File: src/rtl/dly_rd_pkg.sv
package dly_rd_pkg;

  typedef enum logic [2:0] {
    RSP_NONE      = 3'd0,
    RSP_DATA      = 3'd1,
    RSP_DATA_STOP = 3'd2,
    RSP_RETRY     = 3'd3,
    RSP_MABORT    = 3'd4,
    RSP_TABORT    = 3'd5
  } rsp_e;

  typedef enum logic [2:0] {
    S_IDLE,
    S_REQ,
    S_ADDR,
    S_DATA,
    S_DONE
  } state_e;

endpackage

File: src/rtl/dly_rd_req_latch.sv
module dly_rd_req_latch #(
  parameter int AW  = 32,
  parameter int BEW = 4
) (
  input  logic           clk_i,
  input  logic           rst_ni,
  input  logic           load_i,
  input  logic [AW-1:0]  addr_i,
  input  logic [3:0]     cmd_i,
  input  logic [BEW-1:0] be_n_i,
  input  logic           pref_i,
  output logic [AW-1:0]  addr_o,
  output logic [3:0]     cmd_o,
  output logic [BEW-1:0] be_n_o,
  output logic           pref_o
);

  always_ff @(posedge clk_i or negedge rst_ni) begin
    if (!rst_ni) begin
      addr_o <= '0;
      cmd_o  <= '0;
      be_n_o <= '1;
      pref_o <= 1'b0;
    end else if (load_i) begin
      addr_o <= addr_i;
      cmd_o  <= cmd_i;
      be_n_o <= be_n_i;
      pref_o <= pref_i;
    end
  end

endmodule

File: src/rtl/dly_rd_be_sel.sv
module dly_rd_be_sel #(
  parameter int BEW = 4
) (
  input  logic           pref_i,
  input  logic [BEW-1:0] be_n_i,
  output logic [BEW-1:0] be_n_o
);

  // prefetchable: every lane enabled (active low)
  for (genvar g = 0; g < BEW; g++) begin : g_lane
    assign be_n_o[g] = pref_i ? 1'b0 : be_n_i[g];
  end

endmodule

File: src/rtl/dly_rd_attempt_ctr.sv
module dly_rd_attempt_ctr #(
  parameter int CNT_W = 33
) (
  input  logic             clk_i,
  input  logic             rst_ni,
  input  logic             clr_i,
  input  logic             inc_i,
  input  logic [CNT_W-1:0] limit_i,
  output logic             hit_o
);

  logic [CNT_W-1:0] cnt_q;

  always_ff @(posedge clk_i or negedge rst_ni) begin
    if (!rst_ni)                  cnt_q <= '0;
    else if (clr_i)               cnt_q <= '0;
    else if (inc_i && ~&cnt_q)    cnt_q <= cnt_q + 1'b1;
  end

  assign hit_o = (cnt_q >= limit_i);

endmodule

File: src/rtl/dly_rd_master.sv
module dly_rd_master
  import dly_rd_pkg::*;
#(
  parameter int AW      = 32,
  parameter int DW      = 32,
  parameter int BEW     = 4,
  parameter int CNT_W   = 33,
  parameter int PREF_DW = 4
) (
  input  logic             clk_i,
  input  logic             rst_ni,
  input  logic             head_valid_i,
  input  logic [AW-1:0]    head_addr_i,
  input  logic [3:0]       head_cmd_i,
  input  logic [BEW-1:0]   head_be_n_i,
  input  logic             head_pref_i,
  input  logic             pw_pending_i,
  output logic             head_done_o,
  output logic             head_err_o,
  input  logic [CNT_W-1:0] attempt_limit_i,
  input  logic             serr_en_i,
  output logic             sys_err_o,
  output logic             serr_no,
  output logic             bus_req_o,
  input  logic             bus_gnt_i,
  output logic             bus_addr_valid_o,
  output logic [AW-1:0]    bus_addr_o,
  output logic [3:0]       bus_cmd_o,
  output logic             bus_dphase_o,
  output logic [BEW-1:0]   bus_be_n_o,
  input  logic [2:0]       tgt_rsp_i,
  input  logic [DW-1:0]    tgt_data_i,
  output logic             rdq_wr_o,
  output logic [DW-1:0]    rdq_data_o
);

  localparam int DWC_W = $clog2(PREF_DW + 1);

  state_e           state_q, state_d;
  rsp_e             rsp;
  logic             start, busy, limit_hit, pref_q;
  logic [BEW-1:0]   be_n_q;
  logic [DWC_W-1:0] dw_cnt_q, dw_nxt, burst_len;
  logic             wr, fin_err, lim_err;
  logic             err_q, sys_q, pin_q;

  assign rsp   = rsp_e'(tgt_rsp_i);
  assign start = (state_q == S_IDLE) && head_valid_i && !pw_pending_i;
  assign busy  = (state_q != S_IDLE);

  dly_rd_req_latch #(.AW(AW), .BEW(BEW)) u_latch (
    .clk_i  (clk_i),
    .rst_ni (rst_ni),
    .load_i (start),
    .addr_i (head_addr_i),
    .cmd_i  (head_cmd_i),
    .be_n_i (head_be_n_i),
    .pref_i (head_pref_i),
    .addr_o (bus_addr_o),
    .cmd_o  (bus_cmd_o),
    .be_n_o (be_n_q),
    .pref_o (pref_q)
  );

  dly_rd_be_sel #(.BEW(BEW)) u_be_sel (
    .pref_i (pref_q),
    .be_n_i (be_n_q),
    .be_n_o (bus_be_n_o)
  );

  dly_rd_attempt_ctr #(.CNT_W(CNT_W)) u_ctr (
    .clk_i   (clk_i),
    .rst_ni  (rst_ni),
    .clr_i   (start),
    .inc_i   (state_q == S_ADDR),
    .limit_i (attempt_limit_i),
    .hit_o   (limit_hit)
  );

  assign burst_len = pref_q ? DWC_W'(PREF_DW) : DWC_W'(1);
  assign dw_nxt    = dw_cnt_q + 1'b1;

  always_comb begin
    state_d = state_q;
    wr      = 1'b0;
    fin_err = 1'b0;
    lim_err = 1'b0;
    unique case (state_q)
      S_IDLE: if (start) state_d = S_REQ;
      S_REQ:  if (bus_gnt_i) state_d = S_ADDR;
      S_ADDR: state_d = S_DATA;
      S_DATA: begin
        unique case (rsp)
          RSP_DATA: begin
            wr = 1'b1;
            if (dw_nxt == burst_len) state_d = S_DONE;
          end
          RSP_DATA_STOP: begin
            wr      = 1'b1;
            state_d = S_DONE;
          end
          RSP_RETRY: begin
            if (dw_cnt_q != '0) begin
              state_d = S_DONE;
            end else if (limit_hit) begin
              state_d = S_DONE;
              fin_err = 1'b1;
              lim_err = 1'b1;
            end else begin
              state_d = S_REQ;
            end
          end
          RSP_MABORT, RSP_TABORT: begin
            state_d = S_DONE;
            fin_err = 1'b1;
          end
          default: ;
        endcase
      end
      S_DONE: state_d = S_IDLE;
      default: state_d = S_IDLE;
    endcase
  end

  always_ff @(posedge clk_i or negedge rst_ni) begin
    if (!rst_ni) begin
      state_q    <= S_IDLE;
      dw_cnt_q   <= '0;
      err_q      <= 1'b0;
      sys_q      <= 1'b0;
      pin_q      <= 1'b0;
      rdq_wr_o   <= 1'b0;
      rdq_data_o <= '0;
    end else begin
      state_q  <= state_d;
      sys_q    <= lim_err;
      pin_q    <= lim_err & serr_en_i;
      rdq_wr_o <= wr;
      if (wr) rdq_data_o <= tgt_data_i;
      if (state_q == S_DATA) err_q <= fin_err;
      if (state_q == S_ADDR) dw_cnt_q <= '0;
      else if (wr)           dw_cnt_q <= dw_nxt;
    end
  end

  assign bus_req_o        = (state_q == S_REQ);
  assign bus_addr_valid_o = (state_q == S_ADDR);
  assign bus_dphase_o     = (state_q == S_DATA);
  assign head_done_o      = (state_q == S_DONE);
  assign head_err_o       = head_done_o & err_q;
  assign sys_err_o        = sys_q;
  assign serr_no          = ~pin_q;


  start_gate_chk: assert property (@(posedge clk_i) disable iff (!rst_ni)
    $rose(busy) |-> $past(head_valid_i && !pw_pending_i));


  addr_hold_chk: assert property (@(posedge clk_i) disable iff (!rst_ni)
    (busy && $past(busy)) |-> ($stable(bus_addr_o) && $stable(bus_cmd_o)));


  pref_be_chk: assert property (@(posedge clk_i) disable iff (!rst_ni)
    (bus_dphase_o && pref_q) |-> (bus_be_n_o == '0));


  rdq_timing_chk: assert property (@(posedge clk_i) disable iff (!rst_ni)
    rdq_wr_o |-> $past(bus_dphase_o));


  no_restart_chk: assert property (@(posedge clk_i) disable iff (!rst_ni)
    head_done_o |=> !bus_req_o);


  sys_err_done_chk: assert property (@(posedge clk_i) disable iff (!rst_ni)
    sys_err_o |-> (head_done_o && head_err_o));


  serr_pin_chk: assert property (@(posedge clk_i) disable iff (!rst_ni)
    !serr_no |-> sys_err_o);

endmodule

File: config.mk
export PLATFORM = sky130hd
export DESIGN_NAME = dly_rd_master
export DESIGN_NICKNAME = d
export VERILOG_FILES = /design/src/rtl/dly_rd_pkg.sv /design/src/rtl/dly_rd_req_latch.sv /design/src/rtl/dly_rd_be_sel.sv /design/src/rtl/dly_rd_attempt_ctr.sv /design/src/rtl/dly_rd_master.sv
export SDC_FILE = /design/constraint.sdc
export NUM_CORES = 1
export LEC_CHECK = 0
export BUFFER_PORTS_ARGS = -buffer_cell sky130_fd_sc_hd__buf_2
export CORE_AREA = 2 2 130 132
export CTS_BUF_LIST = sky130_fd_sc_hd__clkbuf_16
export DETAILED_ROUTE_END_ITERATION = 7
export DIE_AREA = 0 0 132 134
export PLACE_DENSITY = 0.7
export RECOVER_POWER = 50
export SYNTH_ARGS = -nofsm -noshare
export SYNTH_HDL_FRONTEND = slang
export SYNTH_HIERARCHICAL = 1
export SYNTH_SLANG_ARGS = --single-unit
File: constraint.sdc
create_clock -name clk_i -period 4.3 [get_ports clk_i]
set_clock_uncertainty 0.15 [all_clocks]
set_input_delay 1.075 -clock clk_i [delete_from_list [all_inputs] [get_ports clk_i]]
set_output_delay 1.075 -clock clk_i [all_outputs]
set_load 0.02 [all_outputs]
==> results.yml, run 1 <==
route:
  drt-vias-per-instance: 4.77
  wirelength_microns: 13500
  drt_iter0_markers: 159
  routed_via_count: 4483
  detailedRoute.firstPassIterationCount: 4
  post-route-drc-count: 0
  route.detailed.wl_per_inst_microns: 14.4
  ant_nets: 0
worst_setup_path:
  crit_fanout: 36
  critical_path_class: "input pin to flip-flop"
  reg2regPathDepth: 9
  worstSetupEndpointType: "flip-flop"
  critPathRequiredTime_ns: 4.43
  worstReg2RegStart: "u_ctr/cnt_q[19]$_DFFE_PN0P_"
  critical_path.reg2reg.endpoint: "u_ctr/cnt_q[27]$_DFFE_PN0P_"
  reg_to_reg_slack_setup_ns: 1.15
  start_kind: "input pin"
  cp_arrival_ns: 3.51
floorplanning:
  die-height_microns: 134
  coreArea_sq_um: 16300
  die_area_sq_um: 17700
  core.rowCount: 47
  io_pins: 195
  die_x_microns: 132
  start_util: 0.373
timing:
  hold_viol: 0
  final_period_minus_worst_setup_slack_ns: 3.38
  rsz0062_at_grt: "no"
  worst-slew-pin-transition_ns: 2.02
  max_clk_rate_mhz: 296
  setup_violations: 0
  slew-limit-headroom: -0.346
  post-route-period-util: 0.785
  sum_of_negative_setup_slack_ns: 0
  timing_max_transition_violations_final: 120
synth:
  synth.yosys.seq_area_share: 0.478
  async_reset_ff_frac: 1.00
  post_synth_instance_area_sq_um: 6080
  number_of_flops_mapped_to_enable_cells_by_yosys: 0
  yosysWarningCount: 6
  synth.distinct_cells: 52
  synth_ff_type: "sky130_fd_sc_hd__dfrtp_1"
  syn_area_per_cell_sq_um: 12.1
  ys_ff_latch: 116
  synthCells: 504
  synthesized_netlist_net_count: 656
flow_run:
  max_cap_violations: 2
clock_network:
  post_cts_resize_count: 0
  cts_tree: "yes"
  clock_sink_count: 116
  clock_tree.htree_level_count: 4
  path_clk_slew_ns: 0.05
  cts-hold-fix-buffers: 0
  total_clock_buffers_created_by_cts: 17
  clock_latency_ns: 0.40
  post-cts-setup-buffer-count: 0
  clk_root_buf: "sky130_fd_sc_hd__clkbuf_16"
  cts_buffer_depth: 2
cells_and_area:
  fill_cells: 1549
  final_common_cell: "sky130_fd_sc_hd__buf_2"
  final_area_sq_um: 7820
  n_antenna_cell: 0
  final_cell_mix: "157 x sky130_fd_sc_hd__buf_2, 112 x sky130_fd_sc_hd__dfrtp_1, 43 x sky130_fd_sc_hd__inv_1, 41 x sky130_fd_sc_hd__nor2_1, 40 x sky130_fd_sc_hd__mux2_4"
  multi_input_comb_area_sq_um: 2850
  layout_stage_area_growth_over_the_synthesis_result_pct: 28.7
  post_route_cells_drive_above_1_share: 0.387
  finish.net_count: 858
  ff_latch_area_sq_um: 2910
hold_path:
  min_delay_worst_endpoint: "err_q$_DFFE_PN0P_"
  whs_path_depth: 2
  hold_path_class: "flip-flop to flip-flop"
  hold_start: "err_q$_DFFE_PN0P_"
global_route:
  antenna_found_initial: 0
  grt_overflow: 0
  grt_use_total: 0.157
  grt_max_degree: 83
  grt_first_pass_wirelength_microns: 22100
  first_global_vias: 4482
outcome:
  violations: "max-capacitance violations, max-slew violations"
  run_status: "finished, violations left"
placement:
  dpl.hpwl_microns: 9860
  gp_congestion: 0.743
  port_buffers: 194
  place_area_sq_um: 7220
pwr:
  leakagePower_nw: 3.97
  peakVddDrop_mv: 0.270
  swShare: 0.340
  share_clk_of_total_power: 0.300
  internal_power_mw: 3.44
  comb_power_share: 0.350
  power.net_switching_mw: 1.77
  seq_power_share: 0.350
  pwr_density_cell_nw_per_um2: 665
==> flip-flops by register name, indices dropped and copies added (netlist names), 3 cells and up <==
signal	count
state_q	3
u_ctr/cnt_q	33
u_latch/cmd_o	4
u_latch/addr_o	32
dw_cnt_q	3
rdq_data_o	32
u_latch/be_n_o	4
==> worst max-delay path: stages <==
cell and delay (ns):
sky130_fd_sc_hd__clkbuf_1 0.24, sky130_fd_sc_hd__xnor2_1 0.15, sky130_fd_sc_hd__nor3_4 0.11, sky130_fd_sc_hd__clkbuf_1 1.45
sky130_fd_sc_hd__mux2_2 0.45
==> Yosys cell counts (5+ instances only) <==
cell type | instances | area (sq um)
sky130_fd_sc_hd__mux2_2 | 34 | 383
sky130_fd_sc_hd__ha_1 | 37 | 463
sky130_fd_sc_hd__dfrtp_1 | 112 | 2800
sky130_fd_sc_hd__or3_1 | 5 | 31.3
sky130_fd_sc_hd__nor3_1 | 7 | 35.0
sky130_fd_sc_hd__nand2_1 | 16 | 60.1
sky130_fd_sc_hd__mux2i_1 | 5 | 50.1
sky130_fd_sc_hd__nor2b_1 | 5 | 31.3
sky130_fd_sc_hd__a21oi_1 | 16 | 80.1
sky130_fd_sc_hd__xor2_1 | 19 | 166
sky130_fd_sc_hd__nand4_1 | 16 | 100
sky130_fd_sc_hd__and3_1 | 7 | 43.8
sky130_fd_sc_hd__nor2_1 | 41 | 154
sky130_fd_sc_hd__o21ai_0 | 11 | 55.1
sky130_fd_sc_hd__mux2_4 | 40 | 601
sky130_fd_sc_hd__xnor2_1 | 12 | 105
sky130_fd_sc_hd__and4_1 | 6 | 52.6
sky130_fd_sc_hd__clkbuf_1 | 5 | 18.8
sky130_fd_sc_hd__nand3_1 | 9 | 45.0
sky130_fd_sc_hd__inv_1 | 43 | 161
==> layout make-up <==
type                       instances  share of cell area
clock buffer                      17              0.0544
clock inverter                    15              0.0302
inverter                          43              0.0206
multi-input combinational        329               0.365
sequential                       116               0.372
tap                              220              0.0352
timing repair buffer             199               0.123
==> how the worst max path moves through the flow <==
stage | start | end | slack [ns] | cells after the start
6_report | tgt_rsp_i[1] | rdq_data_o[9]$_DFFE_PN0P_ | 0.92 | 5
3_3_place_gp | attempt_limit_i[20] | state_q[0]$_DFFE_PN0P_ | 0.78 | 11
4_1_cts | attempt_limit_i[6] | state_q[0]$_DFFE_PN0P_ | 1.19 | 11
2_1_floorplan | attempt_limit_i[20] | state_q[0]$_DFFE_PN0P_ | 1.21 | 10
5_1_grt | rst_ni | u_ctr/cnt_q[15]$_DFFE_PN0P_ | 0.62 | 2
3_5_place_dp | attempt_limit_i[6] | state_q[0]$_DFFE_PN0P_ | 0.76 | 11
==> per-stage QoR <==
step | util | setup WS, ns | total power, mW | hold WS, ns | cells
after floorplan | - | 1.21 | 3.11 | 0.292 | 504
after global placement | 0.443 | 0.781 | 3.67 | 0.310 | 907
after detailed placement | 0.443 | 0.762 | 3.71 | 0.313 | 907
after CTS | 0.484 | 1.19 | 5.32 | 0.325 | 939
after global routing | 0.480 | 0.616 | 5.52 | 0.365 | 939
final | 0.480 | 0.925 | 5.21 | 0.320 | 939
==> cell families after synthesis <==
kind of cell | count (synthesis) | share of synthesized area
buf+inv | 59 | 0.0535
fa+ha+maj | 37 | 0.0762
mux | 79 | 0.170
compound gates | 43 | 0.0436
simple gates | 139 | 0.134
xor+xnor | 31 | 0.0447
flops | 116 | 0.478
==> per-layer routing <==
metal | vias up | track usage | share of wire
li1 | 2186 | - | -
met1 | 2156 | 0.191 | 0.44
met2 | 125 | 0.267 | 0.50
met3 | 16 | 0.0408 | 0.049
met4 | 0 | 0.0592 | 0.016
met5 | - | 0 | 0
==> power by group through the flow <==
stage | clock network (mW) | logic [mW] | registers [mW]
after global placement | 0 | 1.86 | 1.81
after floorplan | 0 | 0.934 | 2.18
after CTS | 1.61 | 1.89 | 1.82
final | 1.56 | 1.82 | 1.82
after detailed placement | 0 | 1.88 | 1.83
after global routing | 1.66 | 1.97 | 1.89
(Power assumes the default switching activity.)
==> run 2, diff against run 1 <==
ABC_AREA = 1   (was unset)
CORE_AREA = 2 2 135 137   (was 2 2 130 132)
DIE_AREA = 0 0 137 139   (was 0 0 132 134)
PLACE_DENSITY = 0.71   (was 0.7)
clock period = 2.83 ns   (was 4.3 ns; I/O delays follow)
==> results.yml, run 2 <==
outcome:
  run_status: "finished, final reports clean"
synth:
  synth_fa_ha_area_frac: 0.0708
  synth.distinct_cells: 32
  post_synth_instance_area_sq_um: 6540
  synth_largest_type_area_fraction: 0.429
  synthesized_netlist_net_count: 1018
  synth_commonest_cells: "335 x sky130_fd_sc_hd__nand2_1, 112 x sky130_fd_sc_hd__dfrtp_1, 106 x sky130_fd_sc_hd__inv_1"
  synth_top_family_by_area: "simple AND/OR/NAND/NOR gates"
  synth_ff_type: "sky130_fd_sc_hd__dfrtp_1"
  post-synth-top-area-cell: "sky130_fd_sc_hd__dfrtp_1"
  post_synth_mux_area_share: 0
  synth_compound_area_frac: 0.0364
  async_reset_ff_frac: 1.00
  synthCells: 866
  yosysWarningCount: 6
  synth.area.top_cells: "sky130_fd_sc_hd__dfrtp_1 43%, sky130_fd_sc_hd__nand2_1 19%, sky130_fd_sc_hd__ha_1 7.1%, sky130_fd_sc_hd__inv_1 6.1%, sky130_fd_sc_hd__nor2_1 5.0%"
  ys_ff_latch: 116
  synthMostInstantiatedCell: "sky130_fd_sc_hd__nand2_1"
  post_synth_xor_area_fraction: 0.00134
  syn_area_per_cell_sq_um: 7.55
  synth.yosys.seq_area_share: 0.445
  number_of_flops_mapped_to_enable_cells_by_yosys: 0
  yosys.area_share.simple: 0.355
floorplanning:
  coreArea_sq_um: 17700
  die_area_sq_um: 19000
  die_x_microns: 137
  io_pins: 195
  die-height_microns: 139
  core.rowCount: 49
  start_util: 0.370
timing:
  timing_max_transition_violations_final: 0
  max_clk_rate_mhz: 393
  final.hold.worst_slack_ns: 0.312
  setup_violations: 0
  hold_viol: 0
  sum_of_negative_setup_slack_ns: 0
  post-route-period-util: 0.899
  rsz0062_at_grt: "no"
  worst-slew-pin-transition_ns: 1.21
  slew-limit-headroom: 0.195
  final_period_minus_worst_setup_slack_ns: 2.54
cells_and_area:
  reg_top3: "u_ctr/cnt_q x33, rdq_data_o x32, u_latch/addr_o x32"
  registers.top_by_ff_count: "u_ctr/cnt_q"
  finish.net_count: 1219
  final-instance-count-excl-fill: 1307
  final_common_cell: "sky130_fd_sc_hd__nand2_1"
  n_antenna_cell: 0
  layout_stage_area_growth_over_the_synthesis_result_pct: 25.9
  final_area_sq_um: 8230
  largest_register_ffs: 33
  post_route_cells_drive_above_1_share: 0.256
  final_cell_mix: "335 x sky130_fd_sc_hd__nand2_1, 184 x sky130_fd_sc_hd__buf_2, 112 x sky130_fd_sc_hd__dfrtp_1, 107 x sky130_fd_sc_hd__inv_1, 88 x sky130_fd_sc_hd__nor2_1"
placement:
  dp.cells: 1276
  port_buffers: 194
  gp_congestion: 0.843
  dpl.hpwl_microns: 12300
  place_area_sq_um: 7710
route:
  drt-vias-per-instance: 4.53
  post-route-drc-count: 0
  route.detailed.wl_per_inst_microns: 12.5
  drt_iter0_markers: 471
  detailedRoute.firstPassIterationCount: 5
  wirelength_microns: 16300
  ant_nets: 0
  routed_via_count: 5915
worst_setup_path:
  reg2regPathDepth: 12
  worstReg2RegStart: "u_ctr/cnt_q[13]$_DFFE_PN0P_"
  critPathLaunch: "u_ctr/cnt_q[13]$_DFFE_PN0P_"
  start_kind: "flip-flop"
  critPathRequiredTime_ns: 3.01
  cp_arrival_ns: 2.72
  worstSetupEndpointType: "flip-flop"
  crit_fanout: 8
  critical_path_class: "flip-flop to flip-flop"
clock_network:
  cts_buffer_depth: 2
  clock_tree.htree_level_count: 4
  clock_sink_count: 116
  total_clock_buffers_created_by_cts: 17
  post_cts_resize_count: 0
  post-cts-setup-buffer-count: 0
  path_clk_slew_ns: 0.06
  cts_tree: "yes"
  cts-hold-fix-buffers: 1
  clk_root_buf: "sky130_fd_sc_hd__clkbuf_16"
  clock_latency_ns: 0.41
global_route:
  grt_overflow: 0
  grt_use_total: 0.179
  grt_max_degree: 58
  antenna_found_initial: 1
  first_global_vias: 5648
  grt_first_pass_wirelength_microns: 27200
hold_path:
  hold_path_class: "flip-flop to flip-flop"
  hold_start: "u_latch/addr_o[14]$_DFFE_PN0P_"
  whs_path_depth: 2
pwr:
  pwr_density_cell_nw_per_um2: 863
  power.net_switching_mw: 2.78
  peakVddDrop_mv: 0.567
  seq_power_share: 0.363
  leakagePower_nw: 4.65
  design_power_total_mw: 7.10
  comb_power_share: 0.349
  swShare: 0.391
  share_clk_of_total_power: 0.288
  internal_power_mw: 4.33
flow_run:
  max_cap_violations: 0
==> run 2: cell types whose count changed in the layout (fill, tap and decap cells not counted), moves of 29 or more <==
cell                       previous run  this run
sky130_fd_sc_hd__nand2_1             16       335
sky130_fd_sc_hd__inv_1               43       107
sky130_fd_sc_hd__nor2_1              41        88
sky130_fd_sc_hd__mux2_4              40         0
sky130_fd_sc_hd__mux2_2              34         0
sky130_fd_sc_hd__nand3_1              9        39
sky130_fd_sc_hd__clkbuf_1            39        10
==> run 2: through the flow <==
| stage | utilization | setup WS [ns] |
|---|---|---|
| after global placement | 0.437 | 0.348 |
| after CTS | 0.469 | 0.313 |
| final | 0.466 | 0.286 |
| after detailed placement | 0.437 | 0.285 |
| after global routing | 0.466 | 0.0613 |
| after floorplan | - | 0.668 |
==> run 2: layout make-up <==
type	count	area, sq um
clock inverters	13	139
well taps	229	287
fillers	1764	9430
repair buffers	201	1020
clock buffers	17	425
flip-flops and latches	116	2910
multi-input cells	621	3030
inverters	110	420
==> run 2: final timing paths <==
check                      slack [ns]                             end
setup / recovery                 0.29      u_ctr/cnt_q[3]$_DFFE_PN0P_
hold / removal                   0.31  u_latch/addr_o[14]$_DFFE_PN0P_
setup reg to reg                 0.29      u_ctr/cnt_q[3]$_DFFE_PN0P_
hold reg to reg                  0.31  u_latch/addr_o[14]$_DFFE_PN0P_
max in group asynchronous        0.41   u_latch/addr_o[8]$_DFFE_PN0P_
min in group asynchronous        0.77      rdq_data_o[30]$_DFFE_PN0P_
==> run 2: kinds of logic after synthesis <==
group	count (synthesis)
AND/OR/NAND/NOR	538
buffers and inverters	129
flip-flops	116
AO/OA/AOI/OAI	45
adder cells (fa/ha/maj)	37
XOR/XNOR	1
==> run 2: metal layers <==
layer,share of wire,GRT usage,wire (microns),up-vias
met5,0,0,0,-
met4,0.022,0.0667,356,0
met3,0.057,0.0402,939,29
met2,0.46,0.281,7480,182
met1,0.46,0.242,7560,2639
li1,-,-,-,3065
==> run 2: worst max-delay path, cell delays in order (launching register included) <==
cell and delay (ns):
sky130_fd_sc_hd__dfrtp_1 0.45, sky130_fd_sc_hd__nand2_2 0.12, sky130_fd_sc_hd__nor2_2 0.21, sky130_fd_sc_hd__nand2_1 0.08, sky130_fd_sc_hd__nor2_1 0.19, sky130_fd_sc_hd__nand4_1 0.11
sky130_fd_sc_hd__nor2_1 0.13, sky130_fd_sc_hd__ha_1 0.20, sky130_fd_sc_hd__nor2_4 0.08, sky130_fd_sc_hd__inv_2 0.17, sky130_fd_sc_hd__nand2_1 0.21, sky130_fd_sc_hd__and3_1 0.22
sky130_fd_sc_hd__nor3_1 0.13
==> run 2: power by group through the flow <==
stage	registers (mW)	logic [mW]	clock network, mW
2_1_floorplan	3.16	1.08	0
3_3_place_gp	2.58	2.49	0
3_5_place_dp	2.58	2.54	0
6_report	2.58	2.48	2.05
5_1_grt	2.65	2.76	2.19
4_1_cts	2.58	2.54	2.10
